==> src/rtl/tmr_pkg.sv <==
package tmr_pkg;
    typedef enum logic {ST_IDLE, ST_RUN} run_state_e;

    localparam int REG_SEL_W = 2;
    localparam logic [REG_SEL_W-1:0] SEL_END  = 2'd0;
    localparam logic [REG_SEL_W-1:0] SEL_CNT  = 2'd1;
    localparam logic [REG_SEL_W-1:0] SEL_CTRL = 2'd2;
    localparam logic [REG_SEL_W-1:0] SEL_IRQ  = 2'd3;

    localparam int BIT_RUN  = 28;
    localparam int BIT_MODE = 24;
    localparam int BIT_IEN  = 20;
    localparam int BIT_PEND = 16;
endpackage

==> src/rtl/tmr_prescale.sv <==
module tmr_prescale #(
    parameter int DIV_W = 16
) (
    input  logic             clk,
    input  logic             rst_n,
    input  logic             run,
    input  logic             restart,
    input  logic [DIV_W-1:0] div,
    output logic             tick
);
    logic [DIV_W-1:0] pre_q;
    logic             single;

    assign single = (div <= DIV_W'(1));
    assign tick   = run && !restart && (single || pre_q == div - DIV_W'(1));

    always_ff @(posedge clk) begin
        if (!rst_n || !run || restart || tick)
            pre_q <= '0;
        else
            pre_q <= pre_q + DIV_W'(1);
    end
endmodule

==> src/rtl/tmr_core.sv <==
module tmr_core
    import tmr_pkg::*;
#(
    parameter int CNT_W = 28
) (
    input  logic             clk,
    input  logic             rst_n,
    input  logic             tick,
    input  logic             ctrl_we,
    input  logic             ctrl_en,
    input  logic             mode,
    input  logic             cnt_we,
    input  logic [CNT_W-1:0] cnt_wdata,
    input  logic [CNT_W-1:0] end_mark,
    output logic [CNT_W-1:0] count,
    output run_state_e       state,
    output logic             wrap
);
    localparam logic [CNT_W-1:0] CNT_MAX = '1;

    run_state_e state_q, state_d;
    logic [CNT_W-1:0] cnt_q;

    // state register
    always_ff @(posedge clk) begin
        if (!rst_n) state_q <= ST_IDLE;
        else        state_q <= state_d;
    end

    // transitions: START, STOP, HALT
    always_comb begin
        state_d = state_q;
        unique case (state_q)
            ST_IDLE: if (ctrl_we && ctrl_en) state_d = ST_RUN;
            ST_RUN: begin
                if (ctrl_we && !ctrl_en)  state_d = ST_IDLE;
                else if (wrap && !mode)   state_d = ST_IDLE;
            end
            default: state_d = ST_IDLE;
        endcase
    end

    // outputs and datapath
    assign wrap  = tick && (cnt_q == end_mark || cnt_q == CNT_MAX);
    assign count = cnt_q;
    assign state = state_q;

    always_ff @(posedge clk) begin
        if (!rst_n)      cnt_q <= '0;
        else if (cnt_we) cnt_q <= cnt_wdata;
        else if (wrap)   cnt_q <= '0;
        else if (tick)   cnt_q <= cnt_q + CNT_W'(1);
    end
endmodule

==> src/rtl/tmr_regs.sv <==
module tmr_regs
    import tmr_pkg::*;
#(
    parameter int CNT_W  = 28,
    parameter int DIV_W  = 16,
    parameter int ADDR_W = 4
) (
    input  logic              clk,
    input  logic              rst_n,
    input  logic              bus_sel,
    input  logic              bus_we,
    input  logic [ADDR_W-1:0] bus_addr,
    input  logic [31:0]       bus_wdata,
    output logic [31:0]       bus_rdata,
    input  logic [CNT_W-1:0]  count,
    input  logic              running,
    input  logic              wrap,
    output logic [CNT_W-1:0]  end_mark,
    output logic [DIV_W-1:0]  div,
    output logic              mode,
    output logic              ien,
    output logic              pend,
    output logic              ctrl_we,
    output logic              ctrl_en,
    output logic              cnt_we
);
    logic [REG_SEL_W-1:0] sel;
    logic                 wr, irq_we;
    logic                 unused_bits;

    assign sel     = bus_addr[3:2];
    assign wr      = bus_sel && bus_we;
    assign ctrl_we = wr && sel == SEL_CTRL;
    assign cnt_we  = wr && sel == SEL_CNT;
    assign irq_we  = wr && sel == SEL_IRQ;
    assign ctrl_en = bus_wdata[BIT_RUN];
    assign unused_bits = ^{bus_addr[1:0], bus_wdata};

    always_ff @(posedge clk) begin
        if (!rst_n) begin
            end_mark <= '0;
            div      <= '0;
            mode     <= 1'b0;
            ien      <= 1'b0;
            pend     <= 1'b0;
        end else begin
            if (wr && sel == SEL_END) end_mark <= bus_wdata[CNT_W-1:0];
            if (ctrl_we) begin
                div  <= bus_wdata[DIV_W-1:0];
                mode <= bus_wdata[BIT_MODE];
            end
            if (irq_we) ien <= bus_wdata[BIT_IEN];
            if (wrap)                             pend <= 1'b1;
            else if (irq_we && bus_wdata[BIT_PEND]) pend <= 1'b0;
        end
    end

    always_comb begin
        bus_rdata = '0;
        unique case (sel)
            SEL_END:  bus_rdata[CNT_W-1:0] = end_mark;
            SEL_CNT:  bus_rdata[CNT_W-1:0] = count;
            SEL_CTRL: begin
                bus_rdata[BIT_RUN]     = running;
                bus_rdata[BIT_MODE]    = mode;
                bus_rdata[DIV_W-1:0]   = div;
            end
            SEL_IRQ: begin
                bus_rdata[BIT_IEN]  = ien;
                bus_rdata[BIT_PEND] = pend;
            end
            default: bus_rdata = '0;
        endcase
    end
endmodule

==> src/rtl/tick_timer.sv <==
module tick_timer
    import tmr_pkg::*;
#(
    parameter int CNT_W  = 28,
    parameter int DIV_W  = 16,
    parameter int ADDR_W = 4
) (
    input  logic              clk,
    input  logic              rst_n,
    input  logic              bus_sel,
    input  logic              bus_we,
    input  logic [ADDR_W-1:0] bus_addr,
    input  logic [31:0]       bus_wdata,
    output logic [31:0]       bus_rdata,
    output logic              irq_o
);
    logic [CNT_W-1:0] cnt_q, end_q;
    logic [DIV_W-1:0] div_q;
    logic             mode_q, ien_q, pend_q;
    logic             ctrl_we_s, ctrl_en_s, cnt_we_s, tick_s, wrap_s, running;
    run_state_e       state_q;

    assign running = (state_q == ST_RUN);
    assign irq_o   = pend_q & ien_q;

    tmr_regs #(.CNT_W(CNT_W), .DIV_W(DIV_W), .ADDR_W(ADDR_W)) u_regs (
        .clk(clk), .rst_n(rst_n), .bus_sel(bus_sel), .bus_we(bus_we),
        .bus_addr(bus_addr), .bus_wdata(bus_wdata), .bus_rdata(bus_rdata),
        .count(cnt_q), .running(running), .wrap(wrap_s),
        .end_mark(end_q), .div(div_q), .mode(mode_q), .ien(ien_q), .pend(pend_q),
        .ctrl_we(ctrl_we_s), .ctrl_en(ctrl_en_s), .cnt_we(cnt_we_s)
    );

    tmr_prescale #(.DIV_W(DIV_W)) u_pre (
        .clk(clk), .rst_n(rst_n), .run(running), .restart(ctrl_we_s),
        .div(div_q), .tick(tick_s)
    );

    tmr_core #(.CNT_W(CNT_W)) u_core (
        .clk(clk), .rst_n(rst_n), .tick(tick_s), .ctrl_we(ctrl_we_s),
        .ctrl_en(ctrl_en_s), .mode(mode_q), .cnt_we(cnt_we_s),
        .cnt_wdata(bus_wdata[CNT_W-1:0]), .end_mark(end_q),
        .count(cnt_q), .state(state_q), .wrap(wrap_s)
    );
endmodule

==> config.mk <==
export PLATFORM = sky130hd
export DESIGN_NAME = tick_timer
export DESIGN_NICKNAME = d
export VERILOG_FILES = /design/src/rtl/tmr_pkg.sv /design/src/rtl/tmr_prescale.sv /design/src/rtl/tmr_core.sv /design/src/rtl/tmr_regs.sv /design/src/rtl/tick_timer.sv
export SDC_FILE = /design/constraint.sdc
export NUM_CORES = 1
export LEC_CHECK = 0
export BUFFER_PORTS_ARGS = -buffer_cell sky130_fd_sc_hd__buf_4
export CORE_UTILIZATION = 65
export CTS_BUF_LIST = sky130_fd_sc_hd__clkbuf_2 sky130_fd_sc_hd__clkbuf_4 sky130_fd_sc_hd__clkbuf_8
export DETAILED_ROUTE_END_ITERATION = 10
export HOLD_SLACK_MARGIN = 0.12
export PLACE_DENSITY = 0.92
export SETUP_SLACK_MARGIN = 0.15
export SLEW_MARGIN = 25
export SYNTH_ARGS = -nofsm -noshare
export SYNTH_HDL_FRONTEND = slang
export SYNTH_SLANG_ARGS = --single-unit
==> constraint.sdc <==
create_clock -name clk -period 7.66 [get_ports clk]
set_clock_uncertainty 0.1 [all_clocks]
set_input_delay 1.532 -clock clk [delete_from_list [all_inputs] [get_ports clk]]
set_output_delay 1.532 -clock clk [all_outputs]
set_load 0.03 [all_outputs]
==> metrics.md, run 1 <==
| Metric | Value |
|---|---|
| Avg WL per Cell | 18.2 µm |
| Worst-margin pin slew | 1110 ps |
| Tcrit/Tclk final | 61.5% |
| Routed Antenna Nets | 0 |
| Hold Fails Final Rpt | 0 |
| Cell-internal power | 0.742 mW |
| Async SR Flop Fraction | 0% |
| Comb pwr share | 17.6% |
| CTS max path bufs | 2 |
| Non-filler cells, final | 897 |
| Core ar. | 0.00872 mm² |
| EDFF count, synth | 0 |
| Dpl cells | 881 |
| Total grt overflow | 0 |
| Count of final setup violators | 0 |
| Family with the most delay on the worst path | simple AND/OR/NAND/NOR gates |
| Worst path cell trace | buf_4, nor2b_2, nand2_1, o21ai_0, buf_4 |
| Power per standard cell area | 165 mW/mm² |
| Via/cell ratio | 6.50 |
| Post-cts hold buffer count | 0 |
| Crit. End Element | primary output |
| Static Leakage | 2.39 nW |
| Layout cell share with drive strength beyond 1 | 13.1% |
| Worst-Skew Late Latency | 370 ps |
| Max-slew violation count | 0 |
| Setup WS pre-CTS | 2870 ps |
| Max frequency | 0.212 GHz |
| Top_reg_cell synth | dfxtp_1 |
| Most frequent cell on the critical path | buf_4 |
| Synth warn | 0 |
| Fin area | 0.00644 mm² |
| Initial core utilization | 66.9% |
| Cell count after synthesis | 769 |
| Die area | 0.00936 mm² |
| Post-CTS Setup Inserts | 0 |
| RSZ-0062 raised after global routing | false |
| Number of global-route vias before repair | 5607 |
| # DRC | 0 |
| Placed instance area | 0.00622 mm² |
| Rel. slew slack | 26.1% |
| Bufs and invs on worst path | 2 |
| Die height | 96.8 µm |
| Net count, final | 828 |
| CTS-repair resized insts | 0 |
| CTS H-tree lvls | 3 |
| Syn_area_per_cell | 7.59 µm² |
| Pwr Total | 1.06 mW |
| Number of I/O pins | 73 |
| DR pass1 iterations | 5 |
| Most frequent cells in the layout | nand2_1, dfxtp_1, buf_4 |
| # port buffers | 64 |
| #FFs+latches synth | 92 |
| Setup crit start kind | primary input |
| Placer Congestion | 0.889 |
| Setup_tns | 0 ps |
| Number of diodes | 0 |
| Fin util | 73.8% |
| Clk root buf | clkbuf_8 |
| Syn-to-layout area delta | 10.3% |
| Largest net degree at the start of global routing | 78 |
| VDD IR-drop max | 0.0000965 V |
| Switching share of total power | 30.3% |
| Final WS setup | 2950 ps |
| Leading cell type in the layout, fill and taps excluded | nand2_1 |
| Min-Delay Path Class | flip-flop to flip-flop |
| Sw power | 0.322 mW |
| DP HPWL | 11.1 mm |
| Register clock-pin slew on the reported worst setup and hold paths | 90 ps |
| Clock Power Share | 32.3% |
| Minimum clock period | 4710 ps |
| Crit path DAT | 3080 ps |
| CP Class | primary input to primary output |
| Number of CTS-inserted buffers | 9 |
| Peak per-stage delay on the critical path | 700 ps |
| Initial antenna violation count | 0 |
| Sequential fraction of the synthesis area | 31.5% |
| Row Count | 34 |
| Post-Synthesis Cell Area | 0.00584 mm² |
| GR Util All Layers | 34.4% |
| Fin Hold WS | 396 ps |
| Slowest-stage cell, CP | nor2b_2 |
| CTS sink cnt | 92 |
| Outcome | finished, final reports clean |
| 1st-iter DRT viols | 491 |
| CP max FO | 35 |
| Reg power frac | 50.1% |
| First-pass GRT wire length | 26.6 mm |
| Crit path required time | 6030 ps |
| Final wirelength | 16.3 mm |
| Chip width | 96.8 µm |
| Cell variety after synth | 59 |
| TritonCTS clock tree | built |
| Max-Cap Viols | 0 |
| Vias | 5832 |
## synth_stat cells, drive strengths merged, types with 2 or more instances
cell type	n	area share, %
clkbuf	55	3.5
nand2b	3	0.32
buf	10	1.2
inv	9	0.58
nand4b	2	0.30
xor2	28	4.2
and4	2	0.30
nor4	12	1.8
o211ai	2	0.26
or3	4	0.43
and3	7	0.75
nand2	158	10
xnor2	32	4.8
or4	22	2.9
dfxtp	92	32
nor2b	4	0.43
nor3	11	0.94
nand4	19	2.0
nand3	27	2.3
or2	4	0.43
a311oi	3	0.45
a21boi	45	5.8
o41ai	3	0.58
mux2i	31	5.3
a21oi	8	0.69
nor2	48	3.1
nand3b	2	0.26
a211o	2	0.30
a211oi	2	0.26
o21ai	53	4.5
ha	4	0.86
a31oi	38	4.1
nor3b	4	0.69
o41a	3	0.75
o2111a	2	0.39
and2	5	0.54
## routing by layer
layer  share of wire (%)  global-route usage (%)  up-vias
met5                   0                       0        -
met4                 4.7                    17.7        0
met3                 7.3                    5.92       76
met2                  48                    57.4      319
met1                  40                    42.7     2693
li1                    -                       -     2744
## worst min-delay path, stage by stage, from the launching register on
cell	delay (ps)
dfxtp_1	340
nand2_1	50
a21boi_0	60
## sequential cells by signal, summed over array words and instances (netlist names)
name,cells
u_regs.pend,1
u_pre.pre_q,16
u_regs.end_mark,28
u_regs.mode,1
u_regs.div,16
u_core.count,28
u_regs.ien,1
u_core.state,1
## final cells by class
cell class                      count  area (µm²)
Clock buffer                       11         145
Clock inverter                      5        60.1
Fill cell                         665        2280
Inverter                            9        33.8
Multi-Input combinational cell    605        3720
Sequential cell                    92        1840
Tap cell                          108         135
Timing Repair Buffer               67         503
## worst paths after layout
check	start	cells past startpoint	slack [ps]	to
hold reg to reg	u_regs.end_mark[12]$_SDFFE_PN0P_	2	400	u_regs.end_mark[12]$_SDFFE_PN0P_
hold / removal	u_regs.end_mark[12]$_SDFFE_PN0P_	2	400	u_regs.end_mark[12]$_SDFFE_PN0P_
setup reg to reg	u_core.count[0]$_SDFFE_PN0P_	10	4130	u_core.count[18]$_SDFFE_PN0P_
setup / recovery	bus_addr[3]	5	2950	bus_rdata[8]
## logic make-up after synthesis
family                     Yosys count  synth area share (%)
and+or+nand+nor                    338                  28.4
AOI/OAI and AO/OA                  169                  19.4
DFF                                 92                  31.5
buffers and inverters               74                  5.34
xor gates and xnor gates            60                  9.00
muxes                               31                  5.32
adders and majority gates            4                 0.857
other                                1                0.0642
## power by group through the flow
stage          Combinational, mW  Sequential (mW)  Clock (mW)
2_1_floorplan              0.139            0.527           0
5_1_grt                    0.201            0.537       0.363
6_report                   0.187            0.533       0.344
4_1_cts                    0.183            0.532       0.346
3_3_place_gp               0.176            0.541           0
3_5_place_dp               0.181            0.543           0
(Power assumes the default switching activity.)
==> run 2, diff against run 1 <==
--- a/config.mk
+++ b/config.mk
@@ -6,11 +6,11 @@
 export NUM_CORES = 1
 export LEC_CHECK = 0
 export BUFFER_PORTS_ARGS = -buffer_cell sky130_fd_sc_hd__buf_4
-export CORE_UTILIZATION = 65
+export CORE_UTILIZATION = 61
 export CTS_BUF_LIST = sky130_fd_sc_hd__clkbuf_2 sky130_fd_sc_hd__clkbuf_4 sky130_fd_sc_hd__clkbuf_8
 export DETAILED_ROUTE_END_ITERATION = 10
 export HOLD_SLACK_MARGIN = 0.12
-export PLACE_DENSITY = 0.92
+export PLACE_DENSITY = 0.87
 export SETUP_SLACK_MARGIN = 0.15
 export SLEW_MARGIN = 25
 export SYNTH_ARGS = -nofsm -noshare
==> constraint.sdc (replaced) <==
create_clock -name clk -period 4.4 [get_ports clk]
set_clock_uncertainty 0.1 [all_clocks]
set_input_delay 0.88 -clock clk [delete_from_list [all_inputs] [get_ports clk]]
set_output_delay 0.88 -clock clk [all_outputs]
set_load 0.03 [all_outputs]
==> run 2 against run 1 <==
Compared with the run above: cell area is 0.64% higher; count of clock-buffer cells in the layout is 1 lower; setup slack got worse by 2100 ps; critical path depth is 4 higher; first-iteration DRC count increased by 21%; total power increased by 72%; worst hold slack got worse by 3.0 ps; sequential share of layout area decreased by 0.18 points; largest power group unchanged.
==> metrics.md, run 2 (synthesis results as in run 1) <==
| Metric | Value |
|---|---|
| Number of CTS-inserted buffers | 9 |
| CTS-repair resized insts | 0 |
| R2r setup slk | 860 ps |
| Die height | 99.8 µm |
| Worst-Skew Late Latency | 370 ps |
| CP Class | flip-flop to flip-flop |
| Hold-critical path depth | 2 |
| Static Leakage | 2.38 nW |
| Clock Power Share | 31.4% |
| R2r worst-path depth | 9 |
| Min-Delay Path Class | flip-flop to flip-flop |
| Number of I/O pins | 73 |
| Net count, final | 833 |
| Clk root buf | clkbuf_8 |
| # DRC | 0 |
| Setup crit start kind | flip-flop |
| Initial antenna violation count | 0 |
| Rel. slew slack | 27.9% |
| R2R Path Start | u_regs.div[1]$_SDFFE_PN0P_ |
| Filler instances | 741 |
| Final wirelength | 16.0 mm |
| Number of diodes | 0 |
| Final WS setup | 861 ps |
| Crit path required time | 4590 ps |
| Most frequent cells in the layout | nand2_1, dfxtp_1, buf_4 |
| Number of global-route vias before repair | 5458 |
| Hold path startpoint | u_regs.mode$_SDFFE_PN0P_ |
| Total grt overflow | 0 |
| Tcrit/Tclk final | 80.4% |
| Worst R2R End | u_core.count[19]$_SDFFE_PN0P_ |
| Reg power frac | 50.8% |
| Outcome | finished, final reports clean |
| Post-CTS Setup Inserts | 0 |
| Vias | 5836 |
| Post-cts hold buffer count | 0 |
| CTS max path bufs | 2 |
| Crit path DAT | 3730 ps |
| TritonCTS clock tree | built |
| Count of final setup violators | 0 |
| Max-Cap Viols | 0 |
| Met1 Track Usage GR | 40.2% |
| Setup WS pre-CTS | 900 ps |
| Largest net degree at the start of global routing | 78 |
| DP HPWL | 11.0 mm |
| Slowest-stage cell, CP | o41a_4 |
| Die area | 0.00997 mm² |
| Avg WL per Cell | 17.3 µm |
| GR Util All Layers | 33.0% |
| Switching share of total power | 30.3% |
| Max-slew violation count | 0 |
| Peak per-stage delay on the critical path | 580 ps |
| Cell-internal power | 1.28 mW |
| Initial core utilization | 63.2% |
| Setup_tns | 0 ps |
| RSZ-0062 raised after global routing | false |
| Worst path cell trace | inv_1, ha_1, nor3b_2, xnor2_1, nor4_2, o2111ai_2, o41a_4, or4_1, a31oi_1 |
| # port buffers | 64 |
| First-pass GRT wire length | 26.4 mm |
| Chip width | 99.8 µm |
| DR pass1 iterations | 5 |
| Register clock-pin slew on the reported worst setup and hold paths | 100 ps |
| Met2 GRT Util | 57.2% |
| GRT busiest layer | met2 |
| Max frequency | 0.283 GHz |
| Hold Fails Final Rpt | 0 |
| Hold Path End | u_regs.mode$_SDFFE_PN0P_ |
| Core ar. | 0.00924 mm² |
| VDD IR-drop max | 0.000191 V |
| Worst-margin pin slew | 1080 ps |
| Crit. End Element | flip-flop |
| Minimum clock period | 3540 ps |
| CTS H-tree lvls | 3 |
| Power per standard cell area | 282 mW/mm² |
| Placer Congestion | 0.903 |
| Layout cell share with drive strength beyond 1 | 13.5% |
| CTS sink cnt | 92 |
| Via/cell ratio | 6.32 |
| 1st-iter DRT viols | 595 |
| Leading cell type in the layout, fill and taps excluded | nand2_1 |
| Routed Antenna Nets | 0 |
| Row Count | 35 |
| Global routing usage on met3 | 5.36% |
| Sw power | 0.553 mW |
| CP max FO | 43 |
| Syn-to-layout area delta | 11.0% |
| Comb pwr share | 17.8% |
run 2: changes by cell type in the layout (fill, tap and decap cells not counted), sizes merged:
cell / before / now
clkbuf: 11 / 10
buf: 67 / 72
clkinv: 2 / 4
inv: 10 / 9
run 2: worst max-delay path: cells and delay by family, from the launching register on:
family | cells | cell delay (ps)
buf+inv | 1 | 120
fa+ha+maj | 1 | 210
xor+xnor | 1 | 160
compound gates | 3 | 970
flops | 1 | 400
simple gates | 3 | 1470
run 2: final cells by class:
cell class | instances | area, µm² | share of cell area (%)
clock buffer | 10 | 131 | 2.03
clock inverter | 6 | 65.1 | 1.00
inverter | 9 | 33.8 | 0.521
multi-input combinational | 605 | 3710 | 57.2
sequential | 92 | 1840 | 28.4
tap | 129 | 161 | 2.49
timing repair buffer | 72 | 541 | 8.34
run 2: worst max path at each step:
stage	start	endpoint	slack, ps	cells after the start
2_1_floorplan	bus_addr[2]	bus_rdata[10]	1020	4
3_3_place_gp	bus_addr[2]	u_core.count[24]$_SDFFE_PN0P_	950	8
3_5_place_dp	bus_addr[2]	u_core.count[19]$_SDFFE_PN0P_	900	8
4_1_cts	u_regs.div[0]$_SDFFE_PN0P_	u_core.count[8]$_SDFFE_PN0P_	900	9
5_1_grt	u_regs.div[0]$_SDFFE_PN0P_	u_core.count[19]$_SDFFE_PN0P_	620	10
6_report	u_regs.div[1]$_SDFFE_PN0P_	u_core.count[19]$_SDFFE_PN0P_	860	9
run 2: power by group through the flow:
stage          logic [mW]  clock network [mW]  registers [mW]
3_5_place_dp        0.317                   0           0.947
2_1_floorplan       0.242                   0           0.917
6_report            0.325               0.574           0.930
3_3_place_gp        0.309                   0           0.943
4_1_cts             0.319               0.578           0.927
5_1_grt             0.351               0.614           0.936
run 2: per-layer routing:
metal	vias to the layer above	share of wire [%]
met1	2730	40
li1	2750	-
met4	0	4.4
met5	-	0
met2	284	49
met3	72	7.3
run 2: per-stage QoR:
step           total power, mW  hold WS [ps]  instance area (µm²)  std cells  util (%)
2_1_floorplan             1.16           357                 5850        771         -
4_1_cts                   1.82           394                 6480        923      70.1
3_5_place_dp              1.26           382                 6280        907      68.0
6_report                  1.83           393                 6480        923      70.1
3_3_place_gp              1.25           372                 6280        907      68.0
5_1_grt                   1.90           424                 6480        923      70.1
==> run 3, diff against run 2 <==
--- a/config.mk
+++ b/config.mk
@@ -5,6 +5,7 @@
 export SDC_FILE = /design/constraint.sdc
 export NUM_CORES = 1
 export LEC_CHECK = 0
+export ABC_AREA = 1
 export BUFFER_PORTS_ARGS = -buffer_cell sky130_fd_sc_hd__buf_4
 export CORE_UTILIZATION = 61
 export CTS_BUF_LIST = sky130_fd_sc_hd__clkbuf_2 sky130_fd_sc_hd__clkbuf_4 sky130_fd_sc_hd__clkbuf_8
==> constraint.sdc (replaced) <==
create_clock -name clk -period 3.6 [get_ports clk]
set_clock_uncertainty 0.1 [all_clocks]
set_input_delay 0.72 -clock clk [delete_from_list [all_inputs] [get_ports clk]]
set_output_delay 0.72 -clock clk [all_outputs]
set_load 0.03 [all_outputs]
==> run 3 against run 2 <==
Compared with the run above: cell count grew 20%; cell area grew 2.2%; register-to-register slack worse by 90 ps; critical path type is now primary input to primary output.
==> metrics.md, run 3 <==
| Metric | Value |
|---|---|
| Layout cell share with drive strength beyond 1 | 12.4% |
| # DRC | 0 |
| Max frequency | 0.346 GHz |
| Number of diodes | 0 |
| Setup_tns | 0 ps |
| Post-synth top area share | 31.0% |
| # port buffers | 64 |
| Max-Cap Viols | 0 |
| DP HPWL | 12.1 mm |
| CP max FO | 20 |
| Placer Congestion | 0.996 |
| Leading cell type in the layout, fill and taps excluded | nand2_1 |
| Net count, final | 1014 |
| Routed Antenna Nets | 0 |
| Async SR Flop Fraction | 0% |
| DR pass1 iterations | 5 |
| Power per standard cell area | 322 mW/mm² |
| Top post-synthesis cells by area | dfxtp_1, nand2_1, nor2_1 |
| Vias | 6130 |
| First-pass GRT wire length | 27.4 mm |
| Via/cell ratio | 5.56 |
| Initial antenna violation count | 0 |
| CTS sink cnt | 92 |
| Post-Synthesis Cell Area | 0.00593 mm² |
| Die area | 0.0101 mm² |
| Min-Delay Path Class | flip-flop to flip-flop |
| Chip width | 101 µm |
| Tcrit/Tclk final | 80.2% |
| Largest net degree at the start of global routing | 50 |
| Cell-internal power | 1.49 mW |
| Die height | 101 µm |
| Outcome | finished, final reports clean |
| Number of CTS-inserted buffers | 9 |
| Post-cts hold buffer count | 0 |
| Reg power frac | 50.3% |
| Fin Hold WS | 387 ps |
| Clock Power Share | 33.1% |
| Rel. slew slack | 29.2% |
| GR Util All Layers | 34.8% |
| CTS-repair resized insts | 0 |
| Cell count after synthesis | 932 |
| Cell variety after synth | 44 |
| Avg WL per Cell | 15.3 µm |
| Core ar. | 0.00933 mm² |
| #FFs+latches synth | 92 |
| Number of I/O pins | 73 |
| Worst-Skew Late Latency | 370 ps |
| List of most frequent post-synthesis cells | nand2_1, nor2_1, dfxtp_1 |
| Clk root buf | clkbuf_8 |
| Total grt overflow | 0 |
| Crit. End Element | primary output |
| EDFF count, synth | 0 |
| Most frequent cells in the layout | nand2_1, nor2_1, dfxtp_1 |
| VDD IR-drop max | 0.000184 V |
| Most frequent cell after synthesis | nand2_1 |
| 1st-iter DRT viols | 562 |
| Setup crit start kind | primary input |
| RSZ-0062 raised after global routing | false |
| Filler instances | 849 |
| CTS H-tree lvls | 3 |
| Switching share of total power | 30.0% |
| Crit path required time | 2780 ps |
| Comb pwr share | 16.6% |
| Row Count | 35 |
| Synth warn | 0 |
| Register clock-pin slew on the reported worst setup and hold paths | 100 ps |
| Max-slew violation count | 0 |
| Sequential fraction of the synthesis area | 31.0% |
| Post-CTS Setup Inserts | 0 |
| Syn_area_per_cell | 6.37 µm² |
| CTS max path bufs | 2 |
| Sw power | 0.641 mW |
| Worst-margin pin slew | 1060 ps |
| Leading area contributor after synthesis | dfxtp_1 |
| Crit path DAT | 2070 ps |
| Top_reg_cell synth | dfxtp_1 |
| TritonCTS clock tree | built |
| Initial core utilization | 63.6% |
| Final wirelength | 16.9 mm |
| Minimum clock period | 2890 ps |
| Hold Fails Final Rpt | 0 |
| CP Class | primary input to primary output |
| Static Leakage | 2.80 nW |
| Count of final setup violators | 0 |
| Syn-to-layout area delta | 11.6% |
| Number of global-route vias before repair | 5743 |
[run 3: path summary, 6_finish.rpt]
kind / startpoint / cells after the start / slack (ps) / to
worst min register to register: u_pre.pre_q[0]$_SDFF_PP0_ / 1 / 390 / u_pre.pre_q[0]$_SDFF_PP0_
worst max register to register: u_regs.div[0]$_SDFFE_PN0P_ / 19 / 770 / u_core.count[24]$_SDFFE_PN0P_
worst min-delay path: u_pre.pre_q[0]$_SDFF_PP0_ / 1 / 390 / u_pre.pre_q[0]$_SDFF_PP0_
worst max-delay path: bus_addr[3] / 8 / 710 / bus_rdata[15]
[run 3: cell type report]
cell class                 count  area [µm²]  area share [%]
multi-input combinational    705        3550            53.6
tap                          129         161            2.44
clock buffer                   9         124            1.87
timing repair buffer          73         548            8.27
clock inverter                 6        65.1           0.982
inverter                      89         334            5.04
sequential                    92        1840            27.8
[run 3: kinds of logic (layout without fill, tap and decap cells)]
group                      count (synthesis)  in the layout  synth area share, %
and+or+nand+nor                          527            527                 38.9
buffers and inverters                    137            177                 9.30
AOI/OAI and AO/OA                        113            113                 11.3
DFF                                       92             92                 31.0
xor gates and xnor gates                  58             58                 8.56
adders and majority gates                  4              4                0.844
other                                      1              3               0.0632
[run 3: through the flow]
step | instances | setup WS [ps] | utilization [%] | instance area, µm² | power (mW)
final | 1103 | 712 | 71.0 | 6620 | 2.13
after global routing | 1103 | 514 | 71.0 | 6620 | 2.22
after CTS | 1103 | 767 | 71.0 | 6620 | 2.13
after detailed placement | 1088 | 784 | 69.0 | 6430 | 1.44
after global placement | 1088 | 806 | 69.0 | 6430 | 1.44
after floorplan | 934 | 984 | - | 5940 | 1.33
[run 3: per-layer routing]
layer / share of wire (%) / track usage [%] / up-vias
met5: 0 / 0 / -
met4: 3.5 / 17.3 / 0
met3: 8.4 / 4.99 / 47
met2: 47 / 59.1 / 290
met1: 41 / 43.2 / 2745
li1: - / - / 3048
[run 3: worst max-delay path: stages]
cell and delay [ps]:
buf_4 90, inv_1 40, nand2_1 50, buf_4 280
clkinv_1 380, nand2_1 200, o211ai_1 110, buf_4 180
[run 3: power groups by stage]
stage / Combinational, mW / Sequential, mW / Clock (mW)
after floorplan: 0.246 / 1.08 / 0
after global routing: 0.391 / 1.08 / 0.752
final: 0.355 / 1.07 / 0.706
after detailed placement: 0.348 / 1.10 / 0
after global placement: 0.344 / 1.10 / 0
after CTS: 0.350 / 1.07 / 0.713
